<file path="src/rtl/br_pkg.sv">
package br_pkg;
  localparam int REG_AW = 5;

  localparam logic [5:0] OP_SPECIAL = 6'b000000;
  localparam logic [5:0] OP_REGIMM  = 6'b000001;
  localparam logic [5:0] OP_J       = 6'b000010;
  localparam logic [5:0] OP_JAL     = 6'b000011;
  localparam logic [5:0] OP_BEQ     = 6'b000100;
  localparam logic [5:0] OP_BNE     = 6'b000101;
  localparam logic [5:0] OP_BLEZ    = 6'b000110;
  localparam logic [5:0] OP_BGTZ    = 6'b000111;
  localparam logic [5:0] FN_JR      = 6'b001000;
  localparam logic [5:0] FN_JALR    = 6'b001001;

  typedef enum logic [3:0] {
    K_NONE, K_EQ, K_NE, K_LEZ, K_GTZ, K_LTZ, K_GEZ, K_JIDX, K_JREG
  } cti_kind_e;

  typedef struct packed {
    logic              is_cti;
    cti_kind_e         kind;
    logic              link;
    logic [REG_AW-1:0] link_idx;
  } cti_dec_t;
endpackage

</file>
<file path="src/rtl/br_decode.sv">
module br_decode
  import br_pkg::*;
#(
  parameter int LINK_REG = 31
) (
  input  logic [31:0] instr_i,
  output cti_dec_t    dec_o
);
  logic [5:0]        op, fn;
  logic [REG_AW-1:0] rt_f, rd_f;

  assign op   = instr_i[31:26];
  assign fn   = instr_i[5:0];
  assign rt_f = instr_i[20:16];
  assign rd_f = instr_i[15:11];

  always_comb begin
    dec_o          = '0;
    dec_o.kind     = K_NONE;
    dec_o.link_idx = REG_AW'(LINK_REG);
    unique case (op)
      OP_BEQ:  dec_o.kind = K_EQ;
      OP_BNE:  dec_o.kind = K_NE;
      OP_BLEZ: dec_o.kind = K_LEZ;
      OP_BGTZ: dec_o.kind = K_GTZ;
      OP_J:    dec_o.kind = K_JIDX;
      OP_JAL: begin
        dec_o.kind = K_JIDX;
        dec_o.link = 1'b1;
      end
      OP_REGIMM: begin
        // rt[4] selects link, rt[0] selects >=0; other rt codes are not branches
        if (rt_f[3:1] == 3'b000) begin
          dec_o.kind = rt_f[0] ? K_GEZ : K_LTZ;
          dec_o.link = rt_f[4];
        end
      end
      OP_SPECIAL: begin
        if (fn == FN_JR) dec_o.kind = K_JREG;
        else if (fn == FN_JALR) begin
          dec_o.kind     = K_JREG;
          dec_o.link     = 1'b1;
          dec_o.link_idx = rd_f;
        end
      end
      default: ;
    endcase
    dec_o.is_cti = (dec_o.kind != K_NONE);
  end
endmodule

</file>
<file path="src/rtl/br_cond.sv">
module br_cond
  import br_pkg::*;
#(
  parameter int XLEN = 32
) (
  input  cti_kind_e        kind_i,
  input  logic [XLEN-1:0]  rs_i,
  input  logic [XLEN-1:0]  rt_i,
  output logic             taken_o
);
  logic neg, zero;

  assign neg  = rs_i[XLEN-1];
  assign zero = (rs_i == '0);

  always_comb begin
    unique case (kind_i)
      K_EQ:           taken_o = (rs_i == rt_i);
      K_NE:           taken_o = (rs_i != rt_i);
      K_LEZ:          taken_o = neg | zero;
      K_GTZ:          taken_o = ~neg & ~zero;
      K_LTZ:          taken_o = neg;
      K_GEZ:          taken_o = ~neg;
      K_JIDX, K_JREG: taken_o = 1'b1;
      default:        taken_o = 1'b0;
    endcase
  end
endmodule

</file>
<file path="src/rtl/br_target.sv">
module br_target
  import br_pkg::*;
#(
  parameter int XLEN = 32
) (
  input  cti_kind_e       kind_i,
  input  logic [31:0]     instr_i,
  input  logic [XLEN-1:0] pc_i,
  input  logic [XLEN-1:0] rs_i,
  output logic [XLEN-1:0] target_o,
  output logic [XLEN-1:0] link_val_o
);
  localparam int OFF_W = 16;
  localparam int IDX_W = 26;

  logic [XLEN-1:0] pc4, br_off, br_tgt, j_tgt;

  assign pc4        = pc_i + XLEN'(4);
  assign link_val_o = pc_i + XLEN'(8);
  assign br_off     = {{(XLEN-OFF_W-2){instr_i[OFF_W-1]}}, instr_i[OFF_W-1:0], 2'b00};
  assign br_tgt     = pc4 + br_off;
  assign j_tgt      = {pc4[XLEN-1:IDX_W+2], instr_i[IDX_W-1:0], 2'b00};

  always_comb begin
    unique case (kind_i)
      K_JIDX:  target_o = j_tgt;
      K_JREG:  target_o = rs_i;
      default: target_o = br_tgt;
    endcase
  end
endmodule

</file>
<file path="src/rtl/br_slot_tracker.sv">
module br_slot_tracker #(
  parameter int XLEN = 32
) (
  input  logic            clk_i,
  input  logic            rst_ni,
  input  logic            adv_i,
  input  logic            arm_i,
  input  logic            taken_i,
  input  logic [XLEN-1:0] target_i,
  output logic            in_slot_o,
  output logic            taken_o,
  output logic [XLEN-1:0] target_o
);
  always_ff @(posedge clk_i or negedge rst_ni) begin
    if (!rst_ni) begin
      in_slot_o <= 1'b0;
      taken_o   <= 1'b0;
      target_o  <= '0;
    end else if (adv_i) begin
      in_slot_o <= arm_i;
      if (arm_i) begin
        taken_o  <= taken_i;
        target_o <= target_i;
      end
    end
  end
endmodule

</file>
<file path="src/rtl/br_resolve_unit.sv">
module br_resolve_unit
  import br_pkg::*;
#(
  parameter int XLEN     = 32,
  parameter int LINK_REG = 31
) (
  input  logic              clk_i,
  input  logic              rst_ni,
  input  logic              valid_i,
  input  logic [31:0]       instr_i,
  input  logic [XLEN-1:0]   pc_i,
  input  logic [XLEN-1:0]   rs_val_i,
  input  logic [XLEN-1:0]   rt_val_i,
  output logic              redirect_o,
  output logic [XLEN-1:0]   target_o,
  output logic              link_we_o,
  output logic [REG_AW-1:0] link_idx_o,
  output logic [XLEN-1:0]   link_val_o,
  output logic              slot_err_o
);
  cti_dec_t        dec;
  logic            cond_taken, in_slot, pend_taken, bad_slot;
  logic [XLEN-1:0] new_tgt;

  br_decode #(.LINK_REG(LINK_REG)) u_dec (
    .instr_i (instr_i),
    .dec_o   (dec)
  );

  br_cond #(.XLEN(XLEN)) u_cond (
    .kind_i  (dec.kind),
    .rs_i    (rs_val_i),
    .rt_i    (rt_val_i),
    .taken_o (cond_taken)
  );

  br_target #(.XLEN(XLEN)) u_tgt (
    .kind_i     (dec.kind),
    .instr_i    (instr_i),
    .pc_i       (pc_i),
    .rs_i       (rs_val_i),
    .target_o   (new_tgt),
    .link_val_o (link_val_o)
  );

  assign bad_slot = valid_i & in_slot & dec.is_cti;

  br_slot_tracker #(.XLEN(XLEN)) u_slot (
    .clk_i     (clk_i),
    .rst_ni    (rst_ni),
    .adv_i     (valid_i),
    .arm_i     (dec.is_cti & ~bad_slot),
    .taken_i   (cond_taken),
    .target_i  (new_tgt),
    .in_slot_o (in_slot),
    .taken_o   (pend_taken),
    .target_o  (target_o)
  );

  assign redirect_o = valid_i & in_slot & pend_taken;
  assign slot_err_o = bad_slot;
  assign link_we_o  = valid_i & dec.link & ~bad_slot;
  assign link_idx_o = dec.link_idx;
endmodule

</file>
<file path="config.mk">
export PLATFORM = sky130hd
export DESIGN_NAME = br_resolve_unit
export DESIGN_NICKNAME = d
export VERILOG_FILES = /design/src/rtl/br_pkg.sv /design/src/rtl/br_decode.sv /design/src/rtl/br_cond.sv /design/src/rtl/br_target.sv /design/src/rtl/br_slot_tracker.sv /design/src/rtl/br_resolve_unit.sv
export SDC_FILE = /design/constraint.sdc
export NUM_CORES = 1
export LEC_CHECK = 0
export ABC_AREA = 1
export BUFFER_PORTS_ARGS = -buffer_cell sky130_fd_sc_hd__buf_2
export CORE_MARGIN = 5
export CORE_UTILIZATION = 48
export DETAILED_ROUTE_END_ITERATION = 10
export PLACE_DENSITY = 0.78
export SLEW_MARGIN = 40
export SYNTH_ARGS = -nofsm -noshare
export SYNTH_HDL_FRONTEND = slang
export SYNTH_SLANG_ARGS = --single-unit
</file>
<file path="constraint.sdc">
create_clock -name clk_i -period 1.2 [get_ports clk_i]
set_input_delay 0.12 -clock clk_i [delete_from_list [all_inputs] [get_ports clk_i]]
set_output_delay 0.12 -clock clk_i [all_outputs]
set_load 0.01 [all_outputs]
</file>
==> results.yml, run 1 <==
yosys:
  synth-compound-area-share: 0.0939
  yosysTopAreaCellShare: 0.205
  syn-num-nets: 1204
  synthAdderAreaFrac: 0.0725
  ys_types: 45
  yosysWarnings: 0
  synth_area_leader_cell: "nand2_1"
  synth-xor-area-share: 0.114
  ys_seq_area_frac: 0.143
  avgSynthCellArea_um2: 5.75
  ys_ff_latch: 34
  synthArstFlopShare: 1.00
  netlist_area_um2: 5970
  yosysMostFrequentCell: "nand2_1"
  synth_edf_count: 0
  synth_top_family_by_area: "simple AND/OR/NAND/NOR gates"
  synthMuxAreaShare: 0.00168
  yosys.area_share.simple: 0.461
  synthFlopType: "dfrtp_1"
  ys_top_cells_by_count: "326 x nand2_1, 141 x inv_1, 138 x nor2_1, 73 x nand3_1, 40 x xnor2_1"
  syn_inst: 1039
  synth_area_leaders: "nand2_1 20%, dfrtp_1 14%, inv_1 8.9%, nor2_1 8.7%, ha_1 6.9%"
die:
  die_w_um: 122
  initial_core_util: 0.493
  rows: 40
  die_h_um: 122
  io_pins: 203
clocking:
  cts_buffer_depth: 2
  clock-sinks: 34
  cts_buffers: 5
  cts-root-buf: "clkbuf_16"
  cts_max_level: 2
place:
  postPlaceCellArea_um2: 9420
  portBuffers: 202
  dp_hpwl_mm: 21.9
  place.gp.congestion: 1.03
run_status:
  status: "stopped before the end"
  flow.stopped_at: "global routing"
  error_line: "[ERROR GRT-0116] Global routing finished with congestion. Check the congestion regions in the DRC Viewer."
grt:
  grt_use_total: 0.730
  grt_max_degree: 35
  grt_pass1_vias: 13500
  grt_overflow_total: 90
  grt_pass1_wl_mm: 83.3
==> kinds of logic after synthesis <==
| logic type | Yosys count |
|---|---|
| muxes | 1 |
| and+or+nand+nor | 636 |
| xor gates and xnor gates | 78 |
| DFF | 34 |
| adders and majority gates | 34 |
| AOI/OAI and AO/OA | 92 |
| buffers and inverters | 164 |
==> layer usage <==
metal / overflow / GRT usage
met2: 49 / 0.918
met5: 0 / 0.0243
met1: 2 / 0.700
met4: 38 / 0.798
met3: 1 / 0.575
==> repair_timing <==
item / 4_1_cts
setup endpoints to repair: 66
buffers inserted: 74
pin swaps: 186
resized for setup: 426
hold buffers: 1
endpoints found under the hold margin: 34
==> through the flow <==
stage,TNS (ns),hold WS [ns],std cells,setup slack [ns],utilization
floorplan,-23.32,-0.176,1039,-1.08,-
global placement,-47.30,0.177,1643,-1.49,0.778
detailed placement,-50.34,0.181,1643,-1.64,0.778
CTS,-31.74,0.136,1716,-1.08,0.978
==> inputs of run 2 (changes only) <==
--- a/config.mk
+++ b/config.mk
@@ -8,9 +8,9 @@
 export ABC_AREA = 1
 export BUFFER_PORTS_ARGS = -buffer_cell sky130_fd_sc_hd__buf_2
 export CORE_MARGIN = 5
-export CORE_UTILIZATION = 48
+export CORE_UTILIZATION = 35
 export DETAILED_ROUTE_END_ITERATION = 10
-export PLACE_DENSITY = 0.78
+export PLACE_DENSITY_LB_ADDON = 0.15
 export SLEW_MARGIN = 40
 export SYNTH_ARGS = -nofsm -noshare
 export SYNTH_HDL_FRONTEND = slang
==> constraint.sdc (replaced) <==
create_clock -name clk_i -period 1.6 [get_ports clk_i]
set_input_delay 0.16 -clock clk_i [delete_from_list [all_inputs] [get_ports clk_i]]
set_output_delay 0.16 -clock clk_i [all_outputs]
set_load 0.01 [all_outputs]
==> results.yml, run 2 <==
final_layout:
  seqCellArea_um2: 851
  largest_reg_flops: 32
  n_antenna_cell: 0
  drive_above_1_share: 0.537
  nFillCells: 1389
  multi_input_area_um2: 6170
  fin_cells: 1729
  area_delta_synth_final_pct: 91.4
  largest_register: "u_slot.target_o"
  biggestRegsByFlops: "u_slot.target_o: 32 flops, u_slot.in_slot_o: 1 flops, u_slot.taken_o: 1 flops"
  layout_common_cells: "257 x buf_4, 249 x nand2_1, 182 x buf_2"
  fin_nets: 1673
  fin_util: 0.687
  design_area_um2: 11400
  final_common_cell: "buf_4"
sta:
  setup_slack_ns: -0.777
  slew_headroom: 0.671
  finalHoldWorstSlack_ns: 0.162
  setup_viol: 32
  rsz0062_at_grt: "yes"
  fmax_ghz: 0.421
  period_needed_ns: 2.38
  fin_crit_sh: 1.49
  final_max_slew_viol_count: 0
  fin_skew_ns: 0.00857
  finalHoldViolCount: 0
  tightest_slew_ns: 0.493
yosys:
  synthAdderAreaFrac: 0.0725
  synthMuxAreaShare: 0.00168
  syn-num-nets: 1204
  ys_top_cells_by_count: "326 x nand2_1, 141 x inv_1, 138 x nor2_1, 73 x nand3_1, 40 x xnor2_1"
  yosys.area_share.simple: 0.461
  ys_seq_area_frac: 0.143
  synth-compound-area-share: 0.0939
  yosysTopAreaCellShare: 0.205
  synth_edf_count: 0
  yosysWarnings: 0
  ys_ff_latch: 34
  synth-xor-area-share: 0.114
  synth_area_leader_cell: "nand2_1"
  syn_inst: 1039
  avgSynthCellArea_um2: 5.75
  ys_types: 45
  synth_top_family_by_area: "simple AND/OR/NAND/NOR gates"
  synthArstFlopShare: 1.00
  synth_area_leaders: "nand2_1 20%, dfrtp_1 14%, inv_1 8.9%, nor2_1 8.7%, ha_1 6.9%"
  netlist_area_um2: 5970
  synthFlopType: "dfrtp_1"
  yosysMostFrequentCell: "nand2_1"
setup_path:
  cp_common_cell: "nand2_1"
  cp.depth: 22
  crit_buf_inv: 4
  slowest_stage: "ha_2"
  r2r.worst_path.cells: 5
  r2r-start: "u_slot.in_slot_o$_DFFE_PN0P_"
  crit_path_end_kind: "flip-flop"
  cp_cell_sequence: "buf_4, nand2_4, nor2_4, buf_4, nand4_1, xor2_1, inv_1, ha_2, nand2_1, nand2_1, nand2_1, nand2_1, nand2_1, nand2_2, nand2_2, nand2_2, inv_1, nand2_1, nand2_1, nand2_1, nand2_1, a21oi_2"
  critPathMaxFanout: 4
  critical-path-top-delay-family: "simple AND/OR/NAND/NOR gates"
  worstSetupStartpointType: "primary input"
  worst_ep_required_time_ns: 1.81
  arrival_ns: 2.59
  crit_type: "in2reg"
  cp-startpoint: "pc_i[10]"
  slowest_delay_ns: 0.40
place:
  dpl_worst_slack_ns: -1.25
  dp.cells: 1667
  place.gp.congestion: 0.958
  postPlaceCellArea_um2: 9190
  portBuffers: 202
  dp_hpwl_mm: 22.5
run:
  drv_cap: 0
clocking:
  cts_buffers: 5
  clk_latency_ns: 0.29
  cts_max_level: 2
  clk_pin_slew_ns: 0.06
  cts-root-buf: "clkbuf_16"
  clock-sinks: 34
  cts_buffer_depth: 2
  cts_tree: "done"
grt:
  grt_use_total: 0.265
  antenna_found_initial: 0
  grt_overflow_total: 0
  grt_pass1_vias: 8253
  grt_pass1_wl_mm: 42.4
  grt_max_degree: 35
detailed_routing:
  ant_nets: 0
  drt_iter0_drc: 538
  drc: 0
  vias: 8524
  drt-vias-per-instance: 4.93
  drt_wl_total_mm: 29.3
  drt-wirelength-per-cell_um: 17.0
  firstDrtPassIters: 5
die:
  die_w_um: 141
  io_pins: 203
  die_h_um: 141
  dieArea_um2: 19800
  coreArea_um2: 16600
  initial_core_util: 0.359
  rows: 47
min_path:
  hold_start: "pc_i[0]"
  hold_class: "in2reg"
  whs_path_depth: 3
power:
  p_leak_nw: 5.88
  ir_worst_vdd_mv: 0.369
  powerDensity_nw_per_um2: 551
run_status:
  violations: "negative setup slack"
  status: "complete, but fails checks"
-- run 2: cell counts after synthesis --
Identical to the previous run, type by type.
-- run 2: layout make-up --
class                   instances  area share
well taps                     220      0.0241
flip-flops and latches         34      0.0745
multi-input cells             841       0.540
clock buffers                   5      0.0110
clock inverters                 3     0.00350
inverters                     145      0.0494
repair buffers                481       0.298
-- run 2: cell families (layout without fill, tap and decap cells) --
| family | after synthesis | count (layout) |
|---|---|---|
| adder cells (fa/ha/maj) | 34 | 34 |
| multiplexers | 1 | 1 |
| AO/OA/AOI/OAI | 92 | 92 |
| flip-flops | 34 | 34 |
| XOR/XNOR | 78 | 78 |
| buffers and inverters | 164 | 634 |
| AND/OR/NAND/NOR | 636 | 636 |
-- run 2: worst reg2reg max path, cell delays in order, from the launching register on --
cell and delay, ns:
dfrtp_1 0.40, nor2_1 0.31, nand2_4 0.17, buf_4 0.18
nor3_1 0.25, a21oi_2 0.09
-- run 2: repair_timing --
item,4_1_cts,5_1_grt
hold buffers,1,0
endpoints found under the hold margin,34,0
pin swaps,104,98
gates cloned,0,0
resized for setup,218,161
endpoints found under the setup margin,42,54
setup buffers,33,25
-- run 2: metal layers --
| metal | track usage | up-vias | wire length [um] | share of wire |
|---|---|---|---|---|
| li1 | - | 4218 | - | - |
| met4 | 0.0831 | 0 | 950 | 0.032 |
| met1 | 0.344 | 3906 | 12200 | 0.42 |
| met5 | 0 | - | 0 | 0 |
| met3 | 0.0264 | 59 | 1930 | 0.066 |
| met2 | 0.464 | 341 | 14200 | 0.48 |
-- run 2: final timing paths --
check                      slack (ns)                         endpoint
min in group asynchronous        0.45   u_slot.target_o[8]$_DFFE_PN0P_
hold / removal                   0.16   u_slot.target_o[0]$_DFFE_PN0P_
hold reg to reg                  0.48   u_slot.target_o[2]$_DFFE_PN0P_
setup / recovery                -0.78  u_slot.target_o[31]$_DFFE_PN0P_
setup reg to reg                 0.08  u_slot.target_o[25]$_DFFE_PN0P_
max in group asynchronous        0.79  u_slot.target_o[28]$_DFFE_PN0P_
-- run 2: metrics by stage --
step	setup TNS, ns	total power [mW]
after global routing	-21.07	6.68
after global placement	-28.67	4.33
after floorplan	-13.08	2.90
after CTS	-14.99	5.93
after detailed placement	-29.45	4.35
final	-16.74	6.30
-- run 2: power breakdown --
part           switching (mW)  internal (mW)  total [mW]  leakage [nW]
sequential              0.173           1.13        1.30         0.398
clock                   0.401          0.729        1.13        0.0836
combinational            2.06           1.80        3.86          5.40
Note: power is estimated with default switching activity, not from simulation.
